$ cat config.mk
export PLATFORM = sky130hd
export DESIGN_NAME = asram_cycle_ctrl
export DESIGN_NICKNAME = d
export VERILOG_FILES = /design/src/rtl/asram_seq_pkg.sv /design/src/rtl/asram_phase_timer.sv /design/src/rtl/asram_pin_driver.sv /design/src/rtl/asram_read_capture.sv /design/src/rtl/asram_cycle_ctrl.sv
export SDC_FILE = /design/constraint.sdc
export NUM_CORES = 1
export LEC_CHECK = 0
export ABC_AREA = 1
export BUFFER_PORTS_ARGS = -buffer_cell sky130_fd_sc_hd__buf_2
export CAP_MARGIN = 20
export CORE_MARGIN = 10
export CORE_UTILIZATION = 48
export CTS_CLUSTER_SIZE = 16
export DETAILED_ROUTE_END_ITERATION = 7
export PLACE_DENSITY = 0.77
export RECOVER_POWER = 100
export SETUP_SLACK_MARGIN = 0.15
export SYNTH_ARGS = -nofsm -noshare
export SYNTH_HDL_FRONTEND = slang
export SYNTH_SLANG_ARGS = --single-unit
$ cat constraint.sdc
create_clock -name clk -period 1.84 [get_ports clk]
set_clock_uncertainty 0.15 [all_clocks]
set_input_delay 0.276 -clock clk [delete_from_list [all_inputs] [get_ports clk]]
set_output_delay 0.276 -clock clk [all_outputs]
set_load 0.02 [all_outputs]
$ cat src/rtl/asram_seq_pkg.sv
package asram_seq_pkg;

  typedef enum logic [2:0] {
    ST_IDLE  = 3'd0,
    ST_READ  = 3'd1,
    ST_WSET  = 3'd2,
    ST_WLOW  = 3'd3,
    ST_WHOLD = 3'd4
  } seq_state_e;

  // ceiling of ns / period, never below one cycle
  function automatic int ns2cyc(input int ns, input int period_ns);
    int c;
    c = (ns + period_ns - 1) / period_ns;
    return (c < 1) ? 1 : c;
  endfunction

  function automatic int imax(input int a, input int b);
    return (a > b) ? a : b;
  endfunction

  // remainder of a total still to cover after an earlier phase, floor 1
  function automatic int irest(input int total, input int used);
    return (total - used < 1) ? 1 : total - used;
  endfunction

endpackage

$ cat src/rtl/asram_phase_timer.sv
module asram_phase_timer #(
  parameter int W = 4
) (
  input  logic         clk,
  input  logic         rst_n,
  input  logic         load,
  input  logic [W-1:0] load_val,
  output logic         expired
);
  logic [W-1:0] cnt_q;

  always_ff @(posedge clk) begin
    if (!rst_n)             cnt_q <= '0;
    else if (load)          cnt_q <= load_val;
    else if (cnt_q != '0)   cnt_q <= cnt_q - 1'b1;
  end

  assign expired = (cnt_q == '0);
endmodule

$ cat src/rtl/asram_pin_driver.sv
module asram_pin_driver #(
  parameter int AW = 12
) (
  input  logic          clk,
  input  logic          rst_n,
  input  logic          start,
  input  logic          start_write,
  input  logic [AW-1:0] addr_in,
  input  logic          din_in,
  input  logic          we_fall,
  input  logic          release_pins,
  output logic [AW-1:0] mem_addr,
  output logic          mem_cs_n,
  output logic          mem_we_n,
  output logic          mem_din
);
  always_ff @(posedge clk) begin
    if (!rst_n) begin
      mem_addr <= '0;
      mem_cs_n <= 1'b1;
      mem_we_n <= 1'b1;
      mem_din  <= 1'b0;
    end else begin
      if (start) begin
        mem_addr <= addr_in;
        mem_cs_n <= 1'b0;
        mem_we_n <= 1'b1;
        if (start_write) mem_din <= din_in;
      end
      if (we_fall)      mem_we_n <= 1'b0;
      if (release_pins) begin
        mem_cs_n <= 1'b1;
        mem_we_n <= 1'b1;
      end
    end
  end
endmodule

$ cat src/rtl/asram_read_capture.sv
module asram_read_capture (
  input  logic clk,
  input  logic rst_n,
  input  logic sample,
  input  logic dout_in,
  output logic rsp_valid,
  output logic rsp_rdata
);
  always_ff @(posedge clk) begin
    if (!rst_n) begin
      rsp_valid <= 1'b0;
      rsp_rdata <= 1'b0;
    end else begin
      rsp_valid <= sample;
      if (sample) rsp_rdata <= dout_in;
    end
  end
endmodule

$ cat src/rtl/asram_cycle_ctrl.sv
module asram_cycle_ctrl
  import asram_seq_pkg::*;
#(
  parameter int AW          = 12,
  parameter int CLK_NS      = 10,
  parameter int T_RD_CYC_NS = 135,
  parameter int T_ACC_NS    = 135,
  parameter int T_CS_ACC_NS = 135,
  parameter int T_ASU_NS    = 10,
  parameter int T_AHOLD_NS  = 5,
  parameter int T_WPW_NS    = 50,
  parameter int T_WR_CYC_NS = 135,
  parameter int T_DSU_NS    = 35,
  parameter int T_DHOLD_NS  = 5,
  parameter int T_CS2WE_NS  = 25,
  parameter int T_CS2END_NS = 85,
  parameter int T_A2END_NS  = 80
) (
  input  logic          clk,
  input  logic          rst_n,
  input  logic          req_valid,
  output logic          req_ready,
  input  logic          req_write,
  input  logic [AW-1:0] req_addr,
  input  logic          req_wdata,
  output logic          rsp_valid,
  output logic          rsp_rdata,
  output logic [AW-1:0] mem_addr,
  output logic          mem_cs_n,
  output logic          mem_we_n,
  output logic          mem_din,
  input  logic          mem_dout
);
  localparam int SU_CYC = imax(ns2cyc(T_ASU_NS, CLK_NS), ns2cyc(T_CS2WE_NS, CLK_NS));
  localparam int WP_CYC = imax(imax(ns2cyc(T_WPW_NS, CLK_NS),
                                    irest(ns2cyc(T_CS2END_NS, CLK_NS), SU_CYC)),
                               imax(irest(ns2cyc(T_A2END_NS, CLK_NS), SU_CYC),
                                    irest(ns2cyc(T_DSU_NS, CLK_NS), SU_CYC)));
  localparam int HD_CYC = imax(imax(ns2cyc(T_AHOLD_NS, CLK_NS), ns2cyc(T_DHOLD_NS, CLK_NS)),
                               irest(ns2cyc(T_WR_CYC_NS, CLK_NS), SU_CYC + WP_CYC));
  localparam int RD_CYC = imax(ns2cyc(T_RD_CYC_NS, CLK_NS),
                               imax(ns2cyc(T_ACC_NS, CLK_NS), ns2cyc(T_CS_ACC_NS, CLK_NS)));
  localparam int MAX_CYC = imax(imax(SU_CYC, WP_CYC), imax(HD_CYC, RD_CYC));
  localparam int TW = $clog2(MAX_CYC + 1);

  localparam logic [TW-1:0] SU_LD = TW'(SU_CYC - 1);
  localparam logic [TW-1:0] WP_LD = TW'(WP_CYC - 1);
  localparam logic [TW-1:0] HD_LD = TW'(HD_CYC - 1);
  localparam logic [TW-1:0] RD_LD = TW'(RD_CYC - 1);

  seq_state_e state_q, state_d;
  logic          tmr_load, tmr_expired;
  logic [TW-1:0] tmr_val;
  logic          start, we_fall, release_pins, sample;

  assign req_ready = (state_q == ST_IDLE);

  always_comb begin
    state_d      = state_q;
    tmr_load     = 1'b0;
    tmr_val      = '0;
    start        = 1'b0;
    we_fall      = 1'b0;
    release_pins = 1'b0;
    sample       = 1'b0;
    unique case (state_q)
      ST_IDLE: if (req_valid) begin
        start    = 1'b1;
        tmr_load = 1'b1;
        tmr_val  = req_write ? SU_LD : RD_LD;
        state_d  = req_write ? ST_WSET : ST_READ;
      end
      ST_READ: if (tmr_expired) begin
        sample       = 1'b1;
        release_pins = 1'b1;
        state_d      = ST_IDLE;
      end
      ST_WSET: if (tmr_expired) begin
        we_fall  = 1'b1;
        tmr_load = 1'b1;
        tmr_val  = WP_LD;
        state_d  = ST_WLOW;
      end
      ST_WLOW: if (tmr_expired) begin
        release_pins = 1'b1;
        tmr_load     = 1'b1;
        tmr_val      = HD_LD;
        state_d      = ST_WHOLD;
      end
      ST_WHOLD: if (tmr_expired) state_d = ST_IDLE;
      default: state_d = ST_IDLE;
    endcase
  end

  always_ff @(posedge clk) begin
    if (!rst_n) state_q <= ST_IDLE;
    else        state_q <= state_d;
  end

  asram_phase_timer #(.W(TW)) u_timer (
    .clk(clk), .rst_n(rst_n), .load(tmr_load), .load_val(tmr_val),
    .expired(tmr_expired)
  );

  asram_pin_driver #(.AW(AW)) u_pins (
    .clk(clk), .rst_n(rst_n), .start(start), .start_write(req_write),
    .addr_in(req_addr), .din_in(req_wdata), .we_fall(we_fall),
    .release_pins(release_pins), .mem_addr(mem_addr), .mem_cs_n(mem_cs_n),
    .mem_we_n(mem_we_n), .mem_din(mem_din)
  );

  asram_read_capture u_capture (
    .clk(clk), .rst_n(rst_n), .sample(sample), .dout_in(mem_dout),
    .rsp_valid(rsp_valid), .rsp_rdata(rsp_rdata)
  );
endmodule

=== Yosys cells after proc, flatten, opt, wreduce, memory -nomap -nowiden ===
Cells that the tools add are included.

* Output and inout bits: 18
* Register bits after elaboration: 24
* Logic and storage cells: 51
* Input port bits: 18

* Mux-type cells: 22
* Add/subtract/negate cells: 1
* Equal/unequal tests: 8
* Bitwise logic cells: 1
* Reduce and logical (&&, ||, !) cells: 11

{| class="wikitable"
|+ Operator list
! kind !! number
|-
| $mux W3 || 6
|-
| $mux W4 || 4
|-
| $pmux W3 S4 || 1
|-
| $pmux W4 S3 || 1
|-
| $mux W1 || 8
|-
| $reduce_or A2 Y1 || 4
|-
| $eq A3 B2 Y1 const B || 2
|-
| $ne A2 B2 Y1 const B || 3
|-
| $logic_not A4 Y1 || 1
|-
| $reduce_and A4 Y1 || 1
|-
| $reduce_bool A2 Y1 || 2
|-
| $reduce_bool A4 Y1 || 1
|-
| $sub A4 B1 Y4 const B || 1
|-
| $eq A3 B1 Y1 const B || 1
|-
| $eq A3 B3 Y1 const B || 1
|-
| $logic_not A3 Y1 || 1
|-
| $mux W2 || 1
|-
| $ne A2 B1 Y1 const B || 1
|-
| $pmux W1 S2 || 1
|-
| $reduce_and A2 Y1 || 1
|-
| $not A1 Y1 || 1
|}

=== Longest topological paths before layout ===
Gate-level depths: netlist of the first run.

* Depth after elaboration: 4
* Depth in mapped cells: 8
* Depth with buffers taken out: 8

=== Modules after synthesis ===
A second synthesis of the first run with hierarchy kept.

* Cell total of the unflattened synthesis: 160
* Area total of the unflattened synthesis: 1113.6 um^2

{| class="wikitable"
|+ By module, submodules not included
! module !! times used !! area an instance (um^2) !! sequential area each (um^2) !! cells each
|-
| asram_pin_driver || 1 || 533.0 || 300.3 || 67
|-
| asram_cycle_ctrl || 1 || 264.0 || 60.1 || 44
|-
| asram_phase_timer || 1 || 247.7 || 80.1 || 40
|-
| asram_read_capture || 1 || 68.8 || 40.0 || 9
|}

=== Worst setup path after synthesis of the first run ===
No wires, ideal clock.

* Path type: register -> register
* Start point: register u_timer.cnt_q[0]
* End point: register u_timer.cnt_q[0]
* Cell stages (with the launch flop): 9
* Required time: 1561 ps
* Library setup time: 129 ps
* Buffers on the path: 0
* Slack: 488 ps
* Arrival time: 1073 ps
* Cells stage by stage: dfxtp_1 -> inv_1 -> ha_1 -> nand2_2 -> inv_1 -> nand3_1 -> nand2_1 -> nor2_1 -> nor2_1

* Longest elaborated chain between the ends: 4
* Elaborated cells on any way between the ends: 10

{| class="wikitable"
|+ RTL lines
! item !! line !! RTL
|-
| start, declared || asram_phase_timer.sv:10 || <nowiki>logic [W-1:0] cnt_q;</nowiki>
|-
| start signal, assigned || asram_phase_timer.sv:14 || <nowiki>else if (load) cnt_q <= load_val;</nowiki>
|-
| start signal, assigned || asram_phase_timer.sv:15 || <nowiki>else if (cnt_q != '0) cnt_q <= cnt_q - 1'b1;</nowiki>
|-
| branches (longest 4 deep; another with $sub A4 B1 Y4) || - ||
|}

Parallel ways; which one is timed is not known. The select of a mux whose other input is x is not followed.
A chain may end at the register's enable or synchronous reset.

=== Worst setup path in the final report of the first run ===
* Start point: register state_q[2]
* End point: output port req_ready

* Longest elaborated chain between the ends: 1

{| class="wikitable"
|+ RTL lines
! item !! line !! RTL
|-
| start, declared || asram_cycle_ctrl.sv:51 || <nowiki>seq_state_e state_q, state_d;</nowiki>
|-
| start signal, assigned || asram_cycle_ctrl.sv:97 || <nowiki>else state_q <= state_d;</nowiki>
|-
| $logic_not A3 Y1 || asram_cycle_ctrl.sv:56 || <nowiki>assign req_ready = (state_q == ST_IDLE);</nowiki>
|-
| end, declared || asram_cycle_ctrl.sv:22 || <nowiki>output logic req_ready,</nowiki>
|}

Every way passes these cells.

==> impl_metrics.ini, run 1 <==
[synthesis]
yosysWarningCount = 0
synth-xor-area-share_pct = 0.8226
ys_ff_latch = 24
netlist_area_um2 = 1065
synth_area_per_cell_um2 = 7.293
synthMuxAreaShare_pct = 0
yosys.area_share.simple_pct = 32.20
synthesis.nets = 165
ys_seq_area_share_pct = 45.12
syn_inst = 146
synth_top_family_by_area = simple AND/OR/NAND/NOR gates
synth_cell_types = 23
synthAdderAreaFrac_pct = 1.175
synth_compound_area_share_pct = 12.69

[floorplan]
die_area_um2 = 4502
core-area_um2 = 2042
fp-row-count = 16
die_w_um = 67.10
start_util_pct = 52.14
fp.dieH_um = 67.10
io_pins = 36

[routing]
wl_per_cell_um = 13.36
dr.pass1.iters = 5
wirelength_um = 2833
routed_via_density = 5.104
vias = 1082
drt-initial-drc-count = 30
antenna_left = 0
drc = 0

[timing]
timing.final.crit_share_pct = 88.86
finalSetupTns_ns = 0
max_freq_mhz = 611.6
report.final.slew_viol_count = 0
finalHoldViolations = 0
rsz0062_at_grt = false
finalSetupViolCount = 0
max_slew_margin_pct = 81.12
worst_pin_slew_ns = 0.2844
min_period_ns = 1.635

[clock_network]
cts_root_buf = clkbuf_4
cts_max_level = 1
cts_tree = built
cts_sinks = 24
path_clk_slew_ns = 0.13
insertion_delay_ns = 0.32
cts_buffers = 3
cts_hold_buf = 0
cts_buffer_depth = 2

[run]
drv_cap = 0

[pwr]
total_power_mw = 2.030
p_per_area_nw_per_um2 = 1594
ir_worst_vdd_mv = 0.8611
leakagePower_nw = 0.5798

[final_layout]
nets = 205
syn_to_final_growth_pct = 19.62
diodes = 0
layout_common_cells = nand2_1 (50), dfxtp_1 (22), a21oi_1 (18), buf_2 (18), clkbuf_1 (17)
drive_gt1_share_pct = 17.30
final_common_cell = nand2_1

[grt]
grt_start_max_net_pins = 19
grt_overflow_total = 0
grt_pass1_wl_um = 4485
grt_pass1_vias = 1032
grt_usage_pct = 12.49
antenna_found_initial = 0

[hold_path]
whs_path_depth = 3
hold_path_class = in -> reg

[place]
hpwlAfterDp_um = 2178
gp_congestion = 0.8154
port_buffers = 35

[critical_path]
critPathMaxFanout = 6
arrival_ns = 1.21
crit_required_ns = 1.41
crit_cells = 4
cp_slowest_cell = dfxtp_1
worstPathCellList = nor2_4 -> nand2_1 -> inv_1 -> buf_2
cpLargestDelayFamily = flip-flops
critPathBufInv = 2
cpPeakStageDelay_ns = 0.40
cp-start-kind = register
reg2reg_depth = 8
end_kind = output port
path_class = reg -> out

[run_status]
status = complete, no violations
[registers in the layout (all words and copies together), names as in the netlist]
register and cells:
u_pins.mem_we_n 1, u_capture.rsp_rdata 1, u_capture.rsp_valid 1, u_pins.mem_addr 12
u_pins.mem_din 1, u_pins.mem_cs_n 1, state_q 3, u_timer.cnt_q 4
[per-stage QoR]
stage / worst slack [ns] / util (%) / hold slack [ns] / instances / area (um2)
detailed placement: 0.3199 / 61.46 / 0.2941 / 206 / 1255
floorplan: 0.4879 / - / 0.2491 / 146 / 1065
finish: 0.2049 / 62.38 / 0.01732 / 212 / 1274
CTS: 0.1610 / 63.24 / 0.01351 / 210 / 1291
global placement: 0.3283 / 61.46 / 0.2902 / 206 / 1255
global route: 0.1247 / 62.38 / 0.02276 / 212 / 1274
[worst reg2reg max path: stages, from the launching register on]
cell and delay (ns):
dfxtp_1 0.40, nor2_4 0.16, buf_4 0.13, nand3_4 0.16, clkbuf_2 0.24, nand2_1 0.10
nor2_1 0.04, nor2_1 0.08, nor2_1 0.04
[power by group]
group	internal [mW]	leakage, nW	switching (mW)
combinational	0.333	0.361	0.658
clock	0.121	0.0210	0.160
sequential	0.653	0.198	0.104
[what timing repair did]
item,4_1_cts,5_1_grt
resized for setup,0,3
hold endpoints to repair,0,0
setup endpoints to repair,0,1
buffers inserted,0,2
[cells in the mapped netlist]
cell type	n	share of area [%]
nor2_1	10	3.5
a21oi_2	1	0.82
nand4_1	3	1.8
a31oi_1	1	0.59
buf_4	1	0.71
nor2_4	1	1.1
ha_1	1	1.2
nand3_2	1	0.94
nand2_2	1	0.59
nand2_1	49	17
inv_4	1	0.59
nand3b_1	1	0.71
nand3_4	1	1.6
o21ai_0	7	3.3
clkinv_1	1	0.35
a21oi_1	17	8.0
xor2_1	1	0.82
nand3_1	10	4.7
buf_6	2	2.1
clkbuf_1	1	0.35
dfxtp_1	24	45
inv_2	1	0.35
inv_1	10	3.5
[per-layer routing]
layer	GRT usage, %	up-vias	wire (um)
met3	6.522	3	242
met4	2.308	0	13
met5	0	-	0
li1	-	550	-
met2	21.68	36	1437
met1	13.31	493	1140
[path summary, 6_finish.rpt]
kind                    endpoint  slack (ns)            start
max                    req_ready        0.20       state_q[2]
min reg2reg      u_pins.mem_cs_n        0.31  u_pins.mem_cs_n
min          u_capture.rsp_rdata        0.02         mem_dout
max reg2reg     u_timer.cnt_q[0]        0.24       state_q[2]
[layout make-up]
type / count / area (um2)
Clock buffer: 4 / 36.28
Fill cell: 211 / 768.2
Inverter: 13 / 51.30
Multi-Input combinational cell: 105 / 488.0
Sequential cell: 24 / 483.0
Tap cell: 27 / 33.78
Timing Repair Buffer: 39 / 181.4
[cells by family after synthesis]
logic type                 after synthesis
and+or+nand+nor                         77
xor gates and xnor gates                 1
AOI/OAI and AO/OA                       26
DFF                                     24
buffers and inverters                   17
adders and majority gates                1
Power figures use the tool's default switching activity.
==> inputs of run 2 (changes only) <==
--- a/config.mk
+++ b/config.mk
@@ -12,6 +12,7 @@
 export CORE_UTILIZATION = 48
 export CTS_CLUSTER_SIZE = 16
 export DETAILED_ROUTE_END_ITERATION = 7
+export HOLD_SLACK_MARGIN = 0.02
 export PLACE_DENSITY = 0.77
 export RECOVER_POWER = 100
 export SETUP_SLACK_MARGIN = 0.15
==> impl_metrics.ini, run 2 (synthesis results as in run 1) <==
[run_status]
status = complete, no violations

[hold_path]
hold_path_class = in -> reg
whs_path_depth = 3
worstHoldStart = req_addr[5]
holdPathEnd = u_pins.mem_addr[5]

[final_layout]
drive_gt1_share_pct = 17.20
regArea_um2 = 483.0
reg_top3 = u_pins.mem_addr x12, u_timer.cnt_q x4, state_q x3
final_common_cell = nand2_1
diodes = 0
layout_common_cells = nand2_1 (50), dfxtp_1 (22), a21oi_1 (18), buf_2 (18), clkbuf_1 (17)
nets = 206
multi_input_area_um2 = 488.0
max_flop_register = u_pins.mem_addr
fillerInstances = 210
largest_reg_flops = 12
syn_to_final_growth_pct = 20.56

[critical_path]
reg2reg_depth = 8
critPathMaxFanout = 6
r2r_slack_ns = 0.25
crit_required_ns = 1.41
r2r-start = state_q[2]
reg2reg_to = u_timer.cnt_q[0]
arrival_ns = 1.19
worstSetupStartpoint = state_q[2]
end_kind = output port
path_class = reg -> out
cp-start-kind = register

[pwr]
leakagePower_nw = 0.5840
ir_worst_vdd_mv = 0.8562
p_per_area_nw_per_um2 = 1580

[run]
drv_cap = 0

[timing]
setup_slack_ns = 0.2275
finalHoldViolations = 0
finalSetupViolCount = 0
min_period_ns = 1.613
max_freq_mhz = 620.2
max_slew_margin_pct = 81.19
report.final.slew_viol_count = 0
finalSetupTns_ns = 0
worst_pin_slew_ns = 0.2834
rsz0062_at_grt = false
timing.final.crit_share_pct = 87.64

[place]
place_ws_ns = 0.3199
hpwlAfterDp_um = 2178
gp_congestion = 0.8154
port_buffers = 35

[clock_network]
cts_max_level = 1
cts_root_buf = clkbuf_4
insertion_delay_ns = 0.32
cts_sinks = 24
cts_buffer_depth = 2
cts_tree = built
path_clk_slew_ns = 0.13
cts_buffers = 3

[routing]
drc = 0
wl_per_cell_um = 13.47
antenna_left = 0
vias = 1081
drt-initial-drc-count = 40
wirelength_um = 2870
dr.pass1.iters = 4
routed_via_density = 5.075

[floorplan]
core-area_um2 = 2042
die_w_um = 67.10
die_area_um2 = 4502
io_pins = 36
fp-row-count = 16
start_util_pct = 52.14
fp.dieH_um = 67.10

[grt]
grt_overflow_total = 0
grt_start_max_net_pins = 19
grt_pass1_wl_um = 4540
grt_usage_pct = 12.66
antenna_found_initial = 0
grt_pass1_vias = 1038
==> run 2: final cells by class <==
cell class | instances | area share [%]
Clock buffer | 4 | 2.827
Inverter | 13 | 3.996
Multi-Input combinational cell | 105 | 38.01
Sequential cell | 24 | 37.62
Tap cell | 27 | 2.632
Timing Repair Buffer | 40 | 14.91
==> run 2: timing repair <==
| item | 4_1_cts | 5_1_grt |
|---|---|---|
| hold endpoints to repair | 1 | 0 |
| gates resized for setup | 0 | 3 |
| setup buffers | 0 | 2 |
| endpoints found under the setup margin | 0 | 1 |
| hold buffers | 1 | 0 |
==> run 2: through the flow <==
stage	hold WS [ns]	utilization (%)	std cells	instance area (um2)	total power, mW
final	0.03233	62.87	213	1284	2.028
after global routing	0.02276	62.87	213	1284	2.207
after detailed placement	0.2941	61.46	206	1255	1.760
after floorplan	0.2491	-	146	1065	1.529
after CTS	0.02681	63.73	211	1301	2.041
after global placement	0.2902	61.46	206	1255	1.715
==> run 2: worst max-delay path by stage <==
| stage | cells past startpoint | end | slack [ns] |
|---|---|---|---|
| 6_report | 4 | req_ready | 0.23 |
| 5_1_grt | 7 | u_timer.cnt_q[2] | 0.12 |
| 4_1_cts | 4 | req_ready | 0.16 |
| 2_1_floorplan | 8 | u_timer.cnt_q[0] | 0.49 |
| 3_3_place_gp | 7 | u_timer.cnt_q[0] | 0.33 |
| 3_5_place_dp | 6 | u_timer.cnt_q[1] | 0.32 |
==> run 2: power breakdown <==
part           internal, mW  total (mW)  switching (mW)
Sequential            0.653       0.759           0.106
Combinational         0.335       0.989           0.655
Clock                 0.121       0.280           0.159
==> run 2: critical path, stage by stage, from the launching register on <==
cell and delay [ns]:
dfxtp_1 0.40, nor2_4 0.16, nand2_1 0.08, inv_1 0.07, buf_2 0.17
==> run 2: routing by layer <==
layer  global-route usage (%)  up-vias  share of wire (%)  wire length, um
met5                        0        -                  0                0
met2                    22.27       39                 50             1445
met4                    2.308        0               0.45               13
met3                    6.689        3                9.0              259
met1                    13.22      485                 40             1152
li1                         -      554                  -                -
